## src/rtl/wpd_pkg.sv

```systemverilog
package wpd_pkg;

    localparam int ADDR_W_DEF     = 32;
    localparam int LEN_W_DEF      = 8;
    localparam int MAX_CHUNKS_DEF = 4;

    // chunk size as log2 of its byte count
    typedef enum logic [1:0] {
        SZ_B1 = 2'd0,
        SZ_B2 = 2'd1,
        SZ_B4 = 2'd2
    } sz_code_e;

    // status of a request that yields no chunks
    typedef struct packed {
        logic valid;
        logic empty;
        logic overflow;
    } stat_t;

    // largest size aligned at 'lo' that fits within the remainder
    function automatic sz_code_e pick_size(input logic [1:0] lo,
                                           input logic ge2,
                                           input logic ge4);
        if (lo == 2'b00 && ge4)
            return SZ_B4;
        else if (!lo[0] && ge2)
            return SZ_B2;
        else
            return SZ_B1;
    endfunction

    function automatic logic [2:0] size_bytes(input sz_code_e c);
        return 3'd1 << c;
    endfunction

endpackage

```

## src/rtl/wpd_fit.sv

```systemverilog
module wpd_fit
    import wpd_pkg::*;
#(
    parameter int ADDR_W     = ADDR_W_DEF,
    parameter int LEN_W      = LEN_W_DEF,
    parameter int MAX_CHUNKS = MAX_CHUNKS_DEF
) (
    input  logic [ADDR_W-1:0] addr,
    input  logic [LEN_W-1:0]  len,
    output logic              fits
);

    // Walk the greedy split for MAX_CHUNKS steps; the range fits if
    // nothing is left afterwards.
    always_comb begin
        logic [1:0]       lo;
        logic [LEN_W-1:0] rem;
        sz_code_e         c;
        lo  = addr[1:0];
        rem = len;
        c   = SZ_B1;
        for (int i = 0; i < MAX_CHUNKS; i++) begin
            if (rem != '0) begin
                c   = pick_size(lo, rem >= LEN_W'(2), rem >= LEN_W'(4));
                lo  = lo + 2'(size_bytes(c));
                rem = rem - LEN_W'(size_bytes(c));
            end
        end
        fits = (rem == '0);
    end

endmodule

```

## src/rtl/wpd_stepper.sv

```systemverilog
module wpd_stepper
    import wpd_pkg::*;
#(
    parameter int ADDR_W = ADDR_W_DEF,
    parameter int LEN_W  = LEN_W_DEF
) (
    input  logic              clk,
    input  logic              rst,
    input  logic              load,
    input  logic [ADDR_W-1:0] load_addr,
    input  logic [LEN_W-1:0]  load_len,
    input  logic              advance,
    output logic              busy,
    output logic [ADDR_W-1:0] cur_addr,
    output sz_code_e          cur_code,
    output logic              cur_last
);

    logic [LEN_W-1:0] rem;
    logic [2:0]       nbytes;

    always_comb begin
        cur_code = pick_size(cur_addr[1:0], rem >= LEN_W'(2), rem >= LEN_W'(4));
        nbytes   = size_bytes(cur_code);
        cur_last = (rem == LEN_W'(nbytes));
    end

    always_ff @(posedge clk) begin
        if (rst) begin
            busy     <= 1'b0;
            cur_addr <= '0;
            rem      <= '0;
        end else if (load) begin
            busy     <= 1'b1;
            cur_addr <= load_addr;
            rem      <= load_len;
        end else if (busy && advance) begin
            cur_addr <= cur_addr + ADDR_W'(nbytes);
            rem      <= rem - LEN_W'(nbytes);
            if (cur_last)
                busy <= 1'b0;
        end
    end


    aligned_chunk_chk: assert property (@(posedge clk) disable iff (rst)
        busy |-> (cur_code != 2'd3)
              && (cur_code != SZ_B4 || cur_addr[1:0] == 2'b00)
              && (cur_code != SZ_B2 || !cur_addr[0]));


    rem_nonzero_chk: assert property (@(posedge clk) disable iff (rst)
        busy |-> rem != '0);

endmodule

```

## src/rtl/wp_range_split.sv

```systemverilog
module wp_range_split
    import wpd_pkg::*;
#(
    parameter int ADDR_W     = ADDR_W_DEF,
    parameter int LEN_W      = LEN_W_DEF,
    parameter int MAX_CHUNKS = MAX_CHUNKS_DEF
) (
    input  logic              clk,
    input  logic              rst,
    input  logic              req_valid,
    output logic              req_ready,
    input  logic [ADDR_W-1:0] req_addr,
    input  logic [LEN_W-1:0]  req_len,
    output logic              chk_valid,
    input  logic              chk_ready,
    output logic [ADDR_W-1:0] chk_addr,
    output logic [1:0]        chk_code,
    output logic              chk_last,
    output logic              stat_valid,
    output logic              stat_empty,
    output logic              stat_overflow
);

    logic     fits;
    logic     busy;
    logic     accept;
    logic     is_empty;
    sz_code_e code;
    stat_t    stat_q;

    wpd_fit #(
        .ADDR_W    (ADDR_W),
        .LEN_W     (LEN_W),
        .MAX_CHUNKS(MAX_CHUNKS)
    ) fit_i (
        .addr(req_addr),
        .len (req_len),
        .fits(fits)
    );

    assign req_ready = !busy;
    assign accept    = req_valid && req_ready;
    assign is_empty  = (req_len == '0);

    wpd_stepper #(
        .ADDR_W(ADDR_W),
        .LEN_W (LEN_W)
    ) step_i (
        .clk      (clk),
        .rst      (rst),
        .load     (accept && !is_empty && fits),
        .load_addr(req_addr),
        .load_len (req_len),
        .advance  (chk_ready),
        .busy     (busy),
        .cur_addr (chk_addr),
        .cur_code (code),
        .cur_last (chk_last)
    );

    assign chk_valid = busy;
    assign chk_code  = code;

    always_ff @(posedge clk) begin
        if (rst) begin
            stat_q <= '0;
        end else begin
            stat_q.valid    <= accept && (is_empty || !fits);
            stat_q.empty    <= accept && is_empty;
            stat_q.overflow <= accept && !is_empty && !fits;
        end
    end

    assign stat_valid    = stat_q.valid;
    assign stat_empty    = stat_q.empty;
    assign stat_overflow = stat_q.overflow;


    stall_hold_chk: assert property (@(posedge clk) disable iff (rst)
        chk_valid && !chk_ready |=> chk_valid && $stable(chk_addr)
                                  && $stable(chk_code) && $stable(chk_last));


    last_ends_chk: assert property (@(posedge clk) disable iff (rst)
        chk_valid && chk_ready && chk_last |=> !chk_valid);


    no_chunk_on_stat_chk: assert property (@(posedge clk) disable iff (rst)
        stat_valid |-> !chk_valid && (stat_empty != stat_overflow));


    stat_pulse_chk: assert property (@(posedge clk) disable iff (rst)
        stat_valid |=> !stat_valid);

endmodule

```

## config.mk

```make
export PLATFORM = sky130hd
export DESIGN_NAME = wp_range_split
export DESIGN_NICKNAME = d
export VERILOG_FILES = /design/src/rtl/wpd_pkg.sv /design/src/rtl/wpd_fit.sv /design/src/rtl/wpd_stepper.sv /design/src/rtl/wp_range_split.sv
export SDC_FILE = /design/constraint.sdc
export NUM_CORES = 1
export LEC_CHECK = 0
export ABC_CLOCK_PERIOD_IN_PS = 11200
export BUFFER_PORTS_ARGS = -buffer_cell sky130_fd_sc_hd__buf_2
export CAP_MARGIN = 20
export CORE_MARGIN = 4
export CORE_UTILIZATION = 57
export DETAILED_ROUTE_END_ITERATION = 10
export PLACE_DENSITY = 0.89
export SETUP_SLACK_MARGIN = 0.15
export SLEW_MARGIN = 20
export SYNTH_ARGS = -nofsm -noshare
export SYNTH_HDL_FRONTEND = slang
export SYNTH_SLANG_ARGS = --single-unit
export TNS_END_PERCENT = 5
```

## constraint.sdc

```tcl
create_clock -name clk -period 11.2 [get_ports clk]
set_input_delay 0.56 -clock clk [delete_from_list [all_inputs] [get_ports clk]]
set_output_delay 0.56 -clock clk [all_outputs]
set_load 0.05 [all_outputs]
```

==> summary.txt, run 1 <==
Run status
  – Result of the run: finished clean

Drt
  – Avg WL per Cell: about 16 um
  – Via/cell ratio: 6.06
  – First-pass DRT Iterations: 6
  – Vias post-DR: 4258
  – Final Routed Wirelength: 11400 um
  – Number of remaining DRC errors: 0
  – Violation count after the first detailed-routing iteration: around 210
  – Post-detailed-route count of antenna-violating nets: 0

Die
  – Initial core utilization: 0.587
  – Number of placed I/O pins: 84
  – Die outline area: 8960 um2
  – Die Span Y: 94.7 um
  – Die W: 94.7 um
  – Core region area: around 7300 um2
  – Row count: 31

Critical path
  – Maximum fanout count along the critical path: between 40 and 50
  – FF-to-FF Start: step_i.rem[3]
  – Slowest cell delay on critical path: around 0.62 ns
  – Worst setup slack for register-to-register paths: 7.19 ns
  – Highest-delay cell along the critical path: or4_4
  – Endpoint type of the worst setup path: flop
  – Path depth of the worst reg2reg path: 12
  – Crit path required time: 11.36 ns
  – Worst R2R End: step_i.cur_addr[22]
  – Setup Crit Path Kind: in2reg
  – Kind of start point of the critical path: input port
  – Beginning of the critical path: req_len[3]
  – Arrival time reported for the critical path endpoint: about 10 ns
  – Destination of the critical timing path: step_i.cur_addr[27]

Logic synthesis
  – Sequential area share after synthesis: 0.206
  – Area of the mapped netlist: 4280 um2
  – Synth Flop Type: dfxtp_1
  – Post-synthesis cell type count: 79
  – Synth Warn #: 0
  – Share of synthesized flip-flops with an asynchronous set or reset: 0
  – Count of mapped cells out of synthesis: 529
  – Average instance area after synthesis: 8.10 um2
  – Syn_nets: between 500 and 600
  – Number of enable-type register cells in the synthesized netlist: 0
  – Number of register bits inferred by synthesis: between 40 and 50

Finish
  – Filler instances: 586
  – Net count of the finished layout: 671
  – Fraction of layout instances using a drive strength above 1: 0.268
  – Layout overhead on the synthesized area: 13.4%
  – Final standard cell area without fillers: 4860 um2
  – Number of diodes: 0
  – Area taken by multi-input logic gates: 3200 um2
  – Non-filler instance count after layout: 703
  – Storage element area: 881 um2

Clock network
  – Worst skew pair latency: 0.31 ns
  – Total number of clock tree sinks: 44
  – Postcts setup bufs: 0
  – Clock input transition at the sequential cells of the worst setup and hold paths: 0.08 ns
  – Maximum clock insertion buffer count: 2
  – H-Tree Level Count: 2
  – TritonCTS clock tree: built
  – Clock buffers created by TritonCTS: 5
  – Buffer cell driving the clock tree root: clkbuf_8

STA
  – Setup repair after global routing missed its margin: no
  – Max Clock Freq: 97.8 MHz
  – Share of the clock period used by the worst path after layout: 0.913
  – Slew at the pin with the worst max-slew slack: around 0.76 ns
  – Minimum period implied by the final worst setup slack: ~10 ns
  – Post-Route Skew: roughly 0.013 ns
  – Setup TNS Final: 0 ns
  – Number of hold-slack violations in the final timing report: 0
  – Max-slew headroom at the worst pin: 0.491
  – Final hold slack: 0.501 ns
  – Max-slew violation count: 0
  – Endpoints failing setup: 0

Placed design
  – Placer congestion estimate: about 0.9
  – Port Buffers: 83
  – Final HPWL from detailed placement: 8680 um
  – Number of cells in the design after placement: ~700
  – Post-placement cell area: 4720 um2

Flow run
  – Max-cap violation count: 0

Global routing
  – Via count of the first global-routing pass: 4140
  – Final global-route overflow total: 0
  – Total global-route track usage: 0.255
  – Number of antenna violations at the first check in global routing: 0
  – First-pass GRT wire length: approximately 19000 um
  – Maximum number of pins on one net before global-route repair: 45

Worst hold path
  – Hold Crit Depth: 2
  – Hold Crit Class: reg2reg
  – Hold path startpoint: step_i.cur_addr[31]

Power and ir drop
  – Lkg Pwr: 1.96 nW
  – Largest voltage drop on the vdd net: between 0.00007 and 0.00008 V
  – Power per Cell Area: roughly 130 nW/um2
[power by group]
group          internal [mW]  switching [mW]  leakage [nW]
logic                  0.126           0.217          1.56
registers              0.164         0.00825         0.355
clock network         0.0673          0.0601        0.0548
total                  0.358           0.285          1.96
[worst max-delay path, delay by kind of cell]
family | cells | cell delay [ns]
and+or+nand+nor | 20 | 4.37
buffers and inverters | 3 | 0.51
adders and majority gates | 6 | 1.83
AOI/OAI and AO/OA | 12 | 3.09
[through the flow]
stage / utilization / power (mW) / worst slack [ns]
CTS: 0.664 / 0.637 / 0.434
global placement: 0.648 / 0.500 / 0.674
finish: 0.666 / 0.643 / 0.975
floorplan: - / 0.439 / 1.57
global route: 0.666 / 0.685 / 0.220
detailed placement: 0.648 / 0.510 / 0.141
[layer usage]
layer	share of wire	GRT usage	routed length [um]
met1	0.41	0.316	4650
met2	0.50	0.450	5730
met3	0.065	0.0343	742
met4	0.022	0.0889	245
met5	0	0	0
[flip-flops by register name, indices dropped and copies added, names as in the netlist]
| name | count |
|---|---|
| stat_overflow | 1 |
| step_i.rem | 8 |
| stat_empty | 1 |
| stat_valid | 1 |
| step_i.cur_addr | 32 |
| step_i.busy | 1 |
[cell families after synthesis]
logic type,Yosys count,synth area share
AO/OA/AOI/OAI,134,0.272
buffers and inverters,46,0.0529
flip-flops,44,0.206
multiplexers,5,0.0120
adder cells (fa/ha/maj),24,0.0806
XOR/XNOR,43,0.0879
AND/OR/NAND/NOR,233,0.289
[cells in the final DEF (no fill, tap or decap), types with 4 or more instances in the layout]
cell / instances
nor2_1: 69
o21ai_0: 16
nor2b_1: 7
o211ai_1: 4
mux2i_1: 4
buf_2: 83
and4_1: 4
or2_2: 5
buf_4: 4
nand2b_1: 11
nand4_1: 11
and3_1: 5
nor3_1: 13
a211oi_2: 34
xor2_1: 23
and2_1: 6
xnor2_1: 20
nand3_1: 30
fa_1: 6
a21oi_1: 23
ha_1: 18
a21o_1: 8
inv_1: 26
o21a_1: 5
clkbuf_8: 5
dfxtp_1: 44
nand2_1: 39
[synth_stat cells, types with 2 or more instances]
master	number	area, um2
a211o_1	2	17.5
a211oi_1	4	30.0
a211oi_2	33	413
a21o_1	8	60.1
a21oi_1	23	115
a221oi_1	2	17.5
a31o_2	2	17.5
a31oi_1	3	18.8
and2_1	6	37.5
and3_1	5	31.3
and4_1	4	35.0
buf_2	4	20.0
buf_6	6	67.6
clkbuf_1	8	30.0
dfxtp_1	44	881
fa_1	6	120
ha_1	18	225
inv_1	26	97.6
mux2i_1	4	40.0
nand2_1	39	146
nand2b_1	11	68.8
nand3_1	30	150
nand4_1	11	68.8
nand4b_1	2	17.5
nor2_1	69	259
nor2b_1	9	56.3
nor3_1	13	65.1
nor3_2	2	20.0
nor3b_1	2	15.0
nor4_1	3	18.8
nor4_2	2	25.0
o2111ai_1	2	17.5
o211ai_1	4	30.0
o21a_1	5	37.5
o21ai_0	17	85.1
o21ai_1	2	10.0
o221ai_1	3	26.3
o311a_1	2	20.0
o31a_1	2	17.5
o32ai_1	2	17.5
or2_2	5	31.3
or3_1	3	18.8
or4_1	4	30.0
xnor2_1	20	175
xor2_1	23	201
[worst min path at each step]
stage                                to  slack (ns)
floorplan                 step_i.rem[6]        0.55
global placement    step_i.cur_addr[31]        0.47
detailed placement  step_i.cur_addr[31]        0.48
CTS                 step_i.cur_addr[31]        0.49
global route        step_i.cur_addr[22]        0.51
finish              step_i.cur_addr[31]        0.50
[cell type report]
type / count / share of cell area
clock buffers: 5 / 0.0142
clock inverters: 3 / 0.00953
flip-flops and latches: 44 / 0.181
inverters: 26 / 0.0201
repair buffers: 87 / 0.0917
well taps: 99 / 0.0255
multi-input cells: 439 / 0.658
[repair_timing]
| item | CTS | global route |
|---|---|---|
| hold buffers | 0 | 0 |
| setup endpoints to repair | 0 | 43 |
| gates resized for setup | 0 | 6 |
Note: power is estimated with default switching activity, not from simulation.
==> run 2: changes to the inputs <==
Settings changed: ABC_AREA set to 1, CAP_MARGIN 20 to unset, CORE_UTILIZATION 57 to 58, PLACE_DENSITY 0.89 to 0.9.
==> run 2 against run 1 <==
Net effect:
- first-iteration DRC count is 43% higher
- final cell count increased by 34%
- non-clock buffer count is the same
- critical path type unchanged
- largest power group unchanged
==> summary.txt, run 2 <==
Logic synthesis
  – Post-synthesis cell type count: 39 (was 79)
  – Synth Flop Type: dfxtp_1 (unchanged)
  – Synth Warn #: 0 (unchanged)
  – Syn_nets: 846 (was 597)
  – Number of enable-type register cells in the synthesized netlist: 0 (unchanged)
  – Dominant cell type by area after synthesis: dfxtp_1 (unchanged)
  – Most common cell in the netlist: nand2_1 (was nor2_1)
  – Top area cells in the synthesized netlist: dfxtp_1 19%, nand2_1 18%, inv_1 9.0%, nand3_1 7.2%, nand4_1 6.5% (was dfxtp_1 21%, a211oi_2 9.6%, nor2_1 6.0%, ha_1 5.3%, xor2_1 4.7%)
  – Sequential area share after synthesis: 0.191 (was 0.206)
  – Average instance area after synthesis: 5.92 um2 (was 8.10 um2)
  – Area fraction of the dominant cell type after synthesis: 0.191 (was 0.206)
  – Number of register bits inferred by synthesis: 44 (unchanged)
  – Count of mapped cells out of synthesis: 778 (was 529)
  – Commonest cells post-synth: 223 x nand2_1, 110 x inv_1, 73 x nor2_1 (was 69 x nor2_1, 44 x dfxtp_1, 39 x nand2_1)
  – Share of synthesized flip-flops with an asynchronous set or reset: 0 (unchanged)
  – Area of the mapped netlist: 4600 um2 (was 4280 um2)

Critical path
  – Crit path required time: 11.44 ns (was 11.36 ns)
  – Endpoint type of the worst setup path: flop (unchanged)
  – Maximum fanout count along the critical path: 64 (was 44)
  – Highest-delay cell along the critical path: buf_4 (was or4_4)
  – Slowest cell delay on critical path: 0.51 ns (was 0.62 ns)
  – Arrival time reported for the critical path endpoint: 9.35 ns (was 10.39 ns)
  – Setup Crit Path Kind: in2reg (unchanged)
  – Cell mode on critical path: nand2_1
  – Kind of start point of the critical path: input port (unchanged)

STA
  – Setup repair after global routing missed its margin: no (unchanged)
  – Minimum period implied by the final worst setup slack: 9.11 ns (was 10.22 ns)
  – Max-slew violation count: 0 (unchanged)
  – Number of hold-slack violations in the final timing report: 0 (unchanged)
  – Final hold slack: 0.504 ns (was 0.501 ns)
  – Slew at the pin with the worst max-slew slack: 1.01 ns (was 0.761 ns)
  – Max-slew headroom at the worst pin: 0.325 (was 0.491)
  – Max Clock Freq: 110 MHz (was 97.8 MHz)
  – Setup TNS Final: 0 ns (unchanged)
  – Endpoints failing setup: 0 (unchanged)
  – Share of the clock period used by the worst path after layout: 0.814 (was 0.913)
  – Post-Route Skew: 0.0118 ns (was 0.0133 ns)

Finish
  – Number of diodes: 0 (unchanged)
  – Largest Register: step_i.cur_addr (unchanged)
  – Final standard cell area without fillers: 5080 um2 (was 4860 um2)
  – Top library cells by usage in the layout, fill and taps aside: 223 x nand2_1, 110 x inv_1, 83 x buf_2, 72 x nor2_1, 66 x nand3_1 (was 83 x buf_2, 69 x nor2_1, 44 x dfxtp_1, 39 x nand2_1, 34 x a211oi_2)
  – Largest register FFs: 32 (unchanged)
  – Largest registers: step_i.cur_addr x32, step_i.rem x8 (unchanged)
  – Net count of the finished layout: 907 (was 671)
  – Fraction of layout instances using a drive strength above 1: 0.156 (was 0.268)
  – Most common cell after layout, fill and taps aside: nand2_1 (was buf_2)
  – Layout overhead on the synthesized area: 10.4% (was 13.4%)

Global routing
  – Via count of the first global-routing pass: 4723 (was 4140)
  – Number of antenna violations at the first check in global routing: 0 (unchanged)
  – First-pass GRT wire length: 20100 um (was 18800 um)
  – Final global-route overflow total: 0 (unchanged)
  – Maximum number of pins on one net before global-route repair: 65 (was 45)
  – Total global-route track usage: 0.245 (was 0.255)

Power and ir drop
  – Power per Cell Area: 127 nW/um2 (was 132 nW/um2)
  – Largest voltage drop on the vdd net: 0.000112 V (was 0.0000717 V)
  – Lkg Pwr: 2.65 nW (was 1.96 nW)

Placed design
  – Placer congestion estimate: 0.967 (was 0.887)
  – Final HPWL from detailed placement: 8450 um (was 8680 um)
  – Port Buffers: 83 (unchanged)
  – Post-placement cell area: 5000 um2 (was 4720 um2)

Clock network
  – Buffer cell driving the clock tree root: clkbuf_8 (unchanged)
  – Clock input transition at the sequential cells of the worst setup and hold paths: 0.09 ns (was 0.08 ns)
  – Maximum clock insertion buffer count: 2 (unchanged)
  – Hold-fix buffers at CTS: 0 (unchanged)
  – Clock buffers created by TritonCTS: 5 (unchanged)
  – Number of instances resized during post-cts repair: 0 (unchanged)
  – Worst skew pair latency: 0.32 ns (was 0.31 ns)
  – Postcts setup bufs: 0 (unchanged)
  – TritonCTS clock tree: built (unchanged)
  – H-Tree Level Count: 2 (unchanged)
  – Total number of clock tree sinks: 44 (unchanged)

Die
  – Core region area: 7730 um2 (was 7290 um2)
  – Die outline area: 9430 um2 (was 8960 um2)
  – Die Span Y: 97.1 um (was 94.7 um)
  – Initial core utilization: 0.596 (was 0.587)
  – Die W: 97.1 um (was 94.7 um)
  – Row count: 32 (was 31)
  – Number of placed I/O pins: 84 (unchanged)

Drt
  – First-pass DRT Iterations: 5 (was 6)
  – Via/cell ratio: 5.43 (was 6.06)
  – Post-detailed-route count of antenna-violating nets: 0 (unchanged)
  – Avg WL per Cell: 12.5 um (was 16.2 um)
  – Vias post-DR: 5112 (was 4258)
  – Number of remaining DRC errors: 0 (unchanged)
  – Violation count after the first detailed-routing iteration: 302 (was 211)
  – Final Routed Wirelength: 11800 um (was 11400 um)

Flow run
  – Max-cap violation count: 0 (unchanged)

Run status
  – Result of the run: finished clean (unchanged)

Worst hold path
  – Hold Crit Class: reg2reg (unchanged)
run 2: cell types whose count changed in the layout (fill, tap and decap cells not counted), sizes merged, moves of 18 or more:
cell    previous run  this run
a211oi            37         4
nand4             12        48
nand2             40       231
a21oi             24        42
inv               27       114
nand3             31        69
run 2: cell type report:
type                            count  area (um2)
Multi-Input combinational cell    587        3110
Fill cell                         717        2640
Sequential cell                    44         881
Timing Repair Buffer               87         445
Inverter                          114         428
Tap cell                          102         128
Clock buffer                        5        68.8
Clock inverter                      3        18.8
run 2: logic make-up (layout without fill, tap and decap cells):
| group | count (synthesis) | in the layout | share of synthesized area |
|---|---|---|---|
| buf+inv | 147 | 209 | 0.133 |
| xor+xnor | 30 | 30 | 0.0571 |
| compound gates | 76 | 76 | 0.0919 |
| flops | 44 | 44 | 0.191 |
| simple gates | 457 | 457 | 0.452 |
| fa+ha+maj | 24 | 24 | 0.0750 |
run 2: stage by stage:
stage	setup WS (ns)	power, mW	std cells	util
3_5_place_dp	1.89	0.542	934	0.647
5_1_grt	1.06	0.704	942	0.658
6_report	2.09	0.648	942	0.658
3_3_place_gp	2.13	0.534	934	0.647
4_1_cts	2.21	0.645	942	0.658
2_1_floorplan	3.65	0.475	778	-
run 2: critical path: cells and delay by family:
family                   cells  cell delay (ns)
XOR/XNOR                     1             0.19
adder cells (fa/ha/maj)      5             1.48
AO/OA/AOI/OAI                8             1.63
buffers and inverters       10             1.36
AND/OR/NAND/NOR             35             4.11
run 2: worst paths after layout:
path	start	endpoint	cells past startpoint	slack [ns]
max reg2reg	step_i.rem[5]	step_i.cur_addr[30]	26	6.30
min	step_i.busy	step_i.busy	2	0.50
min reg2reg	step_i.busy	step_i.busy	2	0.50
max	req_len[4]	step_i.cur_addr[30]	59	2.09
run 2: power by group:
part	leakage [nW]	internal, mW	switching [mW]
combinational	2.25	0.115	0.257
sequential	0.355	0.164	0.00782
clock	0.0479	0.0436	0.0607
total	2.65	0.322	0.326
run 2: routing by layer:
metal	up-vias	wire, um	GRT usage
li1	2625	-	-
met1	2264	5220	0.322
met2	197	5430	0.404
met3	26	890	0.0409
met4	0	212	0.0886
met5	-	0	0
